## config.mk

```make
export PLATFORM = sky130hd
export DESIGN_NAME = imc_addr_router
export DESIGN_NICKNAME = d
export VERILOG_FILES = /design/src/rtl/imc_pkg.sv /design/src/rtl/imc_win_decode.sv /design/src/rtl/imc_chan_regs.sv /design/src/rtl/imc_xor_cipher.sv /design/src/rtl/imc_addr_router.sv
export SDC_FILE = /design/constraint.sdc
export NUM_CORES = 2
export LEC_CHECK = 0
export CAP_MARGIN = 20
export CORE_ASPECT_RATIO = 1.4
export CORE_MARGIN = 1
export CORE_UTILIZATION = 57
export CTS_BUF_LIST = sky130_fd_sc_hd__clkbuf_2 sky130_fd_sc_hd__clkbuf_4 sky130_fd_sc_hd__clkbuf_8
export CTS_CLUSTER_SIZE = 10
export DETAILED_ROUTE_END_ITERATION = 10
export PLACE_DENSITY = 0.83
export SYNTH_ARGS = -nofsm -noshare
export SYNTH_HDL_FRONTEND = slang
export SYNTH_SLANG_ARGS = --single-unit
```

## constraint.sdc

```tcl
create_clock -name clk -period 2.8 [get_ports clk]
set_input_delay 0.28 -clock clk [delete_from_list [all_inputs] [get_ports clk]]
set_output_delay 0.28 -clock clk [all_outputs]
set_load 0.05 [all_outputs]
```

## src/rtl/imc_pkg.sv

```systemverilog
package imc_pkg;
  localparam int BLK_W = 128;
  localparam int KEY_W = 256;

  typedef enum logic [1:0] {
    MODE_ECB  = 2'd0,
    MODE_CBC  = 2'd1,
    MODE_XEX  = 2'd2,
    MODE_RSVD = 2'd3
  } imc_mode_e;

  typedef struct packed {
    imc_mode_e mode;
    logic      k256;
    logic      en;
  } imc_cfg_t;
endpackage

```

## src/rtl/imc_win_decode.sv

```systemverilog
module imc_win_decode #(
  parameter int ADDR_W = 40,
  parameter int WIN_W  = 32,
  parameter int NUM_CH = 2,
  parameter logic [NUM_CH-1:0][ADDR_W-1:0] ALIAS_BASE = {40'hC8_0000_0000, 40'h88_0000_0000},
  parameter logic [ADDR_W-1:0] RAM_BASE = 40'h08_0000_0000,
  localparam int CH_W = (NUM_CH > 1) ? $clog2(NUM_CH) : 1
) (
  input  logic [ADDR_W-1:0] addr,
  output logic              hit,
  output logic [CH_W-1:0]   ch,
  output logic [ADDR_W-1:0] ram_addr,
  output logic [ADDR_W-5:0] tweak
);
  localparam int TAG_W = ADDR_W - WIN_W;

  logic [NUM_CH-1:0] hit_v;

  // one comparator per alias window
  for (genvar g = 0; g < NUM_CH; g++) begin : g_cmp
    assign hit_v[g] = (addr[ADDR_W-1:WIN_W] == ALIAS_BASE[g][ADDR_W-1:WIN_W]);
  end

  // lowest matching window wins
  always_comb begin
    ch = '0;
    for (int i = NUM_CH - 1; i >= 0; i--) begin
      if (hit_v[i]) ch = CH_W'(i);
    end
  end

  assign hit = |hit_v;
  assign ram_addr = hit ? {RAM_BASE[ADDR_W-1:WIN_W], addr[WIN_W-1:0]} : addr;
  assign tweak = ram_addr[ADDR_W-1:4];

  logic [TAG_W-1:0] unused_ram_lo;
  assign unused_ram_lo = RAM_BASE[ADDR_W-1:WIN_W];
endmodule

```

## src/rtl/imc_chan_regs.sv

```systemverilog
module imc_chan_regs
  import imc_pkg::*;
#(
  parameter int KEY_WORD_W = 32,
  localparam int KEY_WORDS = KEY_W / KEY_WORD_W,
  localparam int KIDX_W = $clog2(KEY_WORDS)
) (
  input  logic                  clk,
  input  logic                  rst,
  input  logic                  cfg_we,
  input  imc_cfg_t              cfg_d,
  input  logic                  key_ld,
  input  logic [KIDX_W-1:0]     key_idx,
  input  logic [KEY_WORD_W-1:0] key_word,
  output imc_cfg_t              cfg_q,
  output logic [KEY_W-1:0]      key_q
);
  always_ff @(posedge clk) begin
    if (rst) begin
      cfg_q <= '{mode: MODE_ECB, k256: 1'b0, en: 1'b0};
    end else if (cfg_we) begin
      cfg_q <= cfg_d;
    end
  end

  // each key word is its own register, loaded from the generator port
  for (genvar w = 0; w < KEY_WORDS; w++) begin : g_word
    always_ff @(posedge clk) begin
      if (rst) begin
        key_q[w*KEY_WORD_W +: KEY_WORD_W] <= '0;
      end else if (key_ld && key_idx == KIDX_W'(w)) begin
        key_q[w*KEY_WORD_W +: KEY_WORD_W] <= key_word;
      end
    end
  end
endmodule

```

## src/rtl/imc_xor_cipher.sv

```systemverilog
module imc_xor_cipher
  import imc_pkg::*;
#(
  parameter int TW_W = 36
) (
  input  imc_mode_e         mode,
  input  logic              k256,
  input  logic [KEY_W-1:0]  key,
  input  logic [TW_W-1:0]   tweak,
  input  logic [BLK_W-1:0]  din,
  output logic [BLK_W-1:0]  dout
);
  logic [BLK_W-1:0] key_part;
  logic [BLK_W-1:0] pad;

  assign key_part = k256 ? (key[BLK_W-1:0] ^ key[KEY_W-1:BLK_W]) : key[BLK_W-1:0];

  always_comb begin
    unique case (mode)
      MODE_ECB: pad = key_part;
      MODE_CBC: pad = key_part ^ {tweak, {(BLK_W-TW_W){1'b0}}};
      MODE_XEX: pad = key_part ^ BLK_W'(tweak);
      default:  pad = '0;
    endcase
  end

  assign dout = din ^ pad;
endmodule

```

## src/rtl/imc_addr_router.sv

```systemverilog
module imc_addr_router
  import imc_pkg::*;
#(
  parameter int ADDR_W     = 40,
  parameter int WIN_W      = 32,
  parameter int NUM_CH     = 2,
  parameter int KEY_WORD_W = 32,
  parameter logic [NUM_CH-1:0][ADDR_W-1:0] ALIAS_BASE = {40'hC8_0000_0000, 40'h88_0000_0000},
  parameter logic [ADDR_W-1:0] RAM_BASE = 40'h08_0000_0000,
  localparam int CH_W = (NUM_CH > 1) ? $clog2(NUM_CH) : 1,
  localparam int KIDX_W = $clog2(256 / KEY_WORD_W),
  localparam int TW_W = ADDR_W - 4
) (
  input  logic                  clk,
  input  logic                  rst,
  input  logic                  cfg_we,
  input  logic [CH_W-1:0]       cfg_ch,
  input  logic [1:0]            cfg_mode,
  input  logic                  cfg_k256,
  input  logic                  cfg_en,
  input  logic                  key_ld,
  input  logic [CH_W-1:0]       key_ch,
  input  logic [KIDX_W-1:0]     key_idx,
  input  logic [KEY_WORD_W-1:0] key_word,
  input  logic                  in_valid,
  input  logic                  in_write,
  input  logic [ADDR_W-1:0]     in_addr,
  input  logic [127:0]          in_data,
  output logic                  out_valid,
  output logic                  out_write,
  output logic [ADDR_W-1:0]     out_addr,
  output logic [127:0]          out_data,
  output logic [CH_W-1:0]       out_ch,
  output logic                  out_enc,
  output logic                  out_err,
  output logic [TW_W-1:0]       out_tweak
);
  imc_cfg_t         cfg_q [NUM_CH];
  logic [KEY_W-1:0] key_q [NUM_CH];
  imc_cfg_t         cfg_d;

  assign cfg_d = '{mode: imc_mode_e'(cfg_mode), k256: cfg_k256, en: cfg_en};

  for (genvar c = 0; c < NUM_CH; c++) begin : g_ch
    imc_chan_regs #(.KEY_WORD_W(KEY_WORD_W)) u_regs (
      .clk     (clk),
      .rst     (rst),
      .cfg_we  (cfg_we && cfg_ch == CH_W'(c)),
      .cfg_d   (cfg_d),
      .key_ld  (key_ld && key_ch == CH_W'(c)),
      .key_idx (key_idx),
      .key_word(key_word),
      .cfg_q   (cfg_q[c]),
      .key_q   (key_q[c])
    );
  end

  logic              hit;
  logic [CH_W-1:0]   ch;
  logic [ADDR_W-1:0] ram_addr;
  logic [TW_W-1:0]   tweak;

  imc_win_decode #(
    .ADDR_W(ADDR_W), .WIN_W(WIN_W), .NUM_CH(NUM_CH),
    .ALIAS_BASE(ALIAS_BASE), .RAM_BASE(RAM_BASE)
  ) u_dec (
    .addr(in_addr), .hit(hit), .ch(ch), .ram_addr(ram_addr), .tweak(tweak)
  );

  imc_cfg_t         sel_cfg;
  logic [KEY_W-1:0] sel_key;
  logic [BLK_W-1:0] ciph;
  logic             refuse;

  assign sel_cfg = cfg_q[ch];
  assign sel_key = key_q[ch];
  assign refuse  = hit && (!sel_cfg.en || sel_cfg.mode == MODE_RSVD);

  imc_xor_cipher #(.TW_W(TW_W)) u_ciph (
    .mode (sel_cfg.mode),
    .k256 (sel_cfg.k256),
    .key  (sel_key),
    .tweak(tweak),
    .din  (in_data),
    .dout (ciph)
  );

  always_ff @(posedge clk) begin
    if (rst) begin
      out_valid <= 1'b0;
      out_write <= 1'b0;
      out_addr  <= '0;
      out_data  <= '0;
      out_ch    <= '0;
      out_enc   <= 1'b0;
      out_err   <= 1'b0;
      out_tweak <= '0;
    end else begin
      out_valid <= in_valid;
      out_write <= in_valid && in_write && !refuse;
      out_addr  <= ram_addr;
      out_ch    <= ch;
      out_tweak <= tweak;
      out_enc   <= in_valid && hit && !refuse;
      out_err   <= in_valid && refuse;
      if (!hit)        out_data <= in_data;
      else if (refuse) out_data <= '0;
      else             out_data <= ciph;
    end
  end
endmodule


```

==> flow_metrics.env <==
export IMPL_drt_iter0_drc=2207
export IMPL_path_clk_slew_ns=0.07
export IMPL_via_count=27763
export IMPL_grt_ovfl_total=0
export IMPL_wl_met1_mm=35.6
export IMPL_setup_worst_path_end_class="output pin"
export IMPL_hpwl_mm=62.0
export IMPL_crit_type="reg -> out"
export IMPL_cts_root_buf="clkbuf_8"
export IMPL_clkLatencyLatePin_ns=0.71
export IMPL_fin_crit_ns=2.35
export IMPL_required_ns=2.52
export IMPL_area_delta_synth_final_pct=23.2
export IMPL_drv_cap=0
export IMPL_drc=0
export IMPL_rsz0062_at_grt="false"
export IMPL_place_congestion=0.902
export IMPL_worst_slack_ns=0.452
export IMPL_critPathSlowestCell="clkdlybuf4s50_1"
export IMPL_status="complete, no violations"
export IMPL_slew_violations=0
export IMPL_rows=100
export IMPL_dr_pass1_iters=6
export IMPL_avgSynthCellArea_sq_um=7.77
export IMPL_top_layer="met4"
export IMPL_met3_length_mm=7.80
export IMPL_antenna_found_initial=5
export IMPL_clock_skew_ns=0.0216
export IMPL_max_stage_delay_ns=1.01
export IMPL_clk_path_buf_depth=3
export IMPL_ant_nets=0
export IMPL_grt_pass1_wl_mm=143
export IMPL_yosysSeqAreaShare=0.453
export IMPL_initial_core_util=0.576
export IMPL_portBuffers=423
export IMPL_syn_cell_area_sq_um=30600
export IMPL_finalCritPeriodShare=0.838
export IMPL_crit_fanout=2
export IMPL_core_sq_um=53200
export IMPL_drt_vias_per_instance=5.53
export IMPL_crit_buf_inv=1
export IMPL_wl_met2_mm=45.1
export IMPL_h_tree_depth=3
export IMPL_drt_total_wl_mm=93.4
export IMPL_ios=424
export IMPL_die_w_um=198
export IMPL_cts_tree="yes"
export IMPL_irDropWorstVdd_v=0.000405
export IMPL_fmax_ghz=0.426
export IMPL_post_cts_buffers=0
export IMPL_p_leak_uw=0.0125
export IMPL_crit_chain="clkdlybuf4s50_1"
export IMPL_grt_pass1_vias=26334
export IMPL_synthTopCellsByArea="dfxtp_1 (45%), nand2_1 (16%), a21oi_1 (9.5%), xnor2_1 (6.4%), xor2_1 (4.4%)"
export IMPL_crit_family="buffers and inverters"
export IMPL_holdWs_ns=0.132
export IMPL_multiInputGateArea_sq_um=15200
export IMPL_hold_class="in -> reg"
export IMPL_yosysUniqueCellTypes=36
export IMPL_die_area_sq_um=54700
export IMPL_hold_viol=0
export IMPL_final_seq_area_sq_um=13900
export IMPL_post_place_ws_ns=-0.0803
export IMPL_syn_nets=4157
export IMPL_nFillCells=4160
export IMPL_wire_per_inst_um=18.6
export IMPL_finalNetCount=4445
export IMPL_setup_viol=0
export IMPL_power_density_nw_per_um2=562
export IMPL_worst_slew_pin_slew_ns=0.984
export IMPL_worstPathArrival_ns=2.07
export IMPL_yosys_warnings=0
export IMPL_grt_max_degree=141
export IMPL_synth_largest_area_cell="dfxtp_1"
export IMPL_synth_top_area_frac=0.453
export IMPL_die_y_um=276
export IMPL_ys_ff_latch=693
export IMPL_cp_start_kind="flip-flop"
export IMPL_drive_gt1_frac=0.0930
export IMPL_grt_use_total=0.335
export IMPL_cts_sinks=693
export IMPL_cts_buffers_inserted=103
export IMPL_synthCells=3942
export IMPL_relSlewSlack=0.342
-- cell usage after synthesis --
| library cell | count |
|---|---|
| o21ai_0 | 74 |
| xnor2_1 | 223 |
| a21boi_0 | 45 |
| nand2_1 | 1316 |
| a21oi_1 | 581 |
| or4b_4 | 1 |
| o211a_1 | 1 |
| clkbuf_1 | 280 |
| o211ai_4 | 1 |
| mux2i_1 | 77 |
| nand4_1 | 1 |
| inv_1 | 2 |
| nor3b_1 | 2 |
| xor2_1 | 153 |
| o211ai_1 | 1 |
| a31oi_1 | 27 |
| buf_2 | 32 |
| nor4b_4 | 1 |
| nand2b_1 | 4 |
| and3_1 | 1 |
| nor4b_1 | 1 |
| buf_1 | 26 |
| or3_1 | 72 |
| a211oi_1 | 2 |
| buf_4 | 37 |
| nor3_1 | 36 |
| nor2_1 | 135 |
| nor2b_1 | 39 |
| a211oi_2 | 54 |
| nor4bb_1 | 1 |
| dfxtp_1 | 693 |
| nor4_1 | 2 |
| nand3_1 | 11 |
| buf_6 | 4 |
| or2_2 | 5 |
| or4bb_1 | 1 |
-- where the power goes --
part           internal, uW  total, uW  leakage (uW)  switching (uW)
sequential            10100      10200       0.00564             124
combinational           847       2350       0.00572            1500
clock                  4750       8620       0.00116            3870
total                 15700      21200        0.0125            5500
-- per-layer routing --
layer  vias up  global-route usage
met5         -                   0
met4         0               0.200
met3       272              0.0633
met2      1298               0.567
met1     12946               0.390
li1      13247                   -
-- logic make-up (layout without fill, tap and decap cells) --
kind of cell           Yosys count  after routing  share of synthesized area
AO/OA/AOI/OAI                  786            786                      0.147
XOR/XNOR                       376            376                      0.108
buffers and inverters          381            742                     0.0535
flip-flops                     693            693                      0.453
multiplexers                    77             77                     0.0252
other                            0              5                          0
AND/OR/NAND/NOR               1629           1629                      0.214
-- path summary, 6_finish.rpt --
path                                  start                   endpoint  slack [ns]  cells after the start
setup / recovery               out_addr[10]               out_tweak[6]        0.45                      1
setup reg to reg    g_ch[0].u_regs.cfg_q[1]              out_data[112]        0.63                      7
hold reg to reg   g_ch[1].u_regs.key_q[222]  g_ch[1].u_regs.key_q[222]        0.45                      2
hold / removal                   in_addr[0]                out_addr[0]        0.13                      2
-- cells in the final DEF, fill, tap and decap left out, types with 2 or more instances in the layout --
cell type | Yosys | layout
nand2_4 | 0 | 2
buf_12 | 0 | 21
nand2b_1 | 4 | 4
o21ai_0 | 74 | 72
a21boi_0 | 45 | 45
clkinv_2 | 0 | 13
nor2b_1 | 39 | 39
o21ai_1 | 0 | 2
dfxtp_4 | 0 | 2
nor2_1 | 135 | 128
clkinvlp_4 | 0 | 2
a31oi_1 | 27 | 27
nand2_1 | 1316 | 1314
xnor2_1 | 223 | 223
bufinv_16 | 0 | 2
nor4_2 | 0 | 2
nor3b_1 | 2 | 2
nor3_2 | 0 | 8
nand3_1 | 11 | 11
clkbuf_4 | 0 | 29
clkdlybuf4s50_1 | 0 | 422
diode_2 | 0 | 5
or3_1 | 72 | 72
a21oi_1 | 581 | 581
xor2_1 | 153 | 153
buf_4 | 37 | 117
nor2_2 | 0 | 6
a211oi_1 | 2 | 2
dfxtp_1 | 693 | 691
a211oi_2 | 54 | 54
or2_2 | 5 | 5
mux2i_1 | 77 | 77
inv_1 | 2 | 2
clkbuf_8 | 0 | 131
nor3_1 | 36 | 28
-- repair_timing --
item	4_1_cts	5_1_grt
gates resized for setup	0	0
hold buffers	1	0
hold endpoints to repair	37	0
-- flip-flops by register name (all words and copies together) (netlist names) --
register and count:
g_ch.u_regs.key_q 512, out_data 128, out_addr 40, g_ch.u_regs.cfg_q 8, out_ch 1, out_enc 1
out_err 1, out_valid 1, out_write 1
-- stage by stage --
| step | area (sq um) | std cells | util | setup TNS [ns] | total power (uW) |
|---|---|---|---|---|---|
| after floorplan | 30600 | 3942 | - | 0 | 11800 |
| after global placement | 35500 | 4838 | 0.668 | -0.201 | 12700 |
| after detailed placement | 35500 | 4838 | 0.668 | -0.823 | 12800 |
| after CTS | 37700 | 5017 | 0.709 | 0 | 21300 |
| after global routing | 37700 | 5022 | 0.709 | 0 | 21800 |
| final | 37700 | 5022 | 0.709 | 0 | 21200 |
-- cell type report --
| cell class | count | area share |
|---|---|---|
| multi-input cells | 2868 | 0.403 |
| flip-flops and latches | 693 | 0.368 |
| repair buffers | 562 | 0.147 |
| clock buffers | 160 | 0.0536 |
| well taps | 714 | 0.0237 |
| clock inverters | 18 | 0.00401 |
| diodes | 5 | 0.000332 |
| inverters | 2 | 0.000199 |
Note: power is estimated with default switching activity, not from simulation.
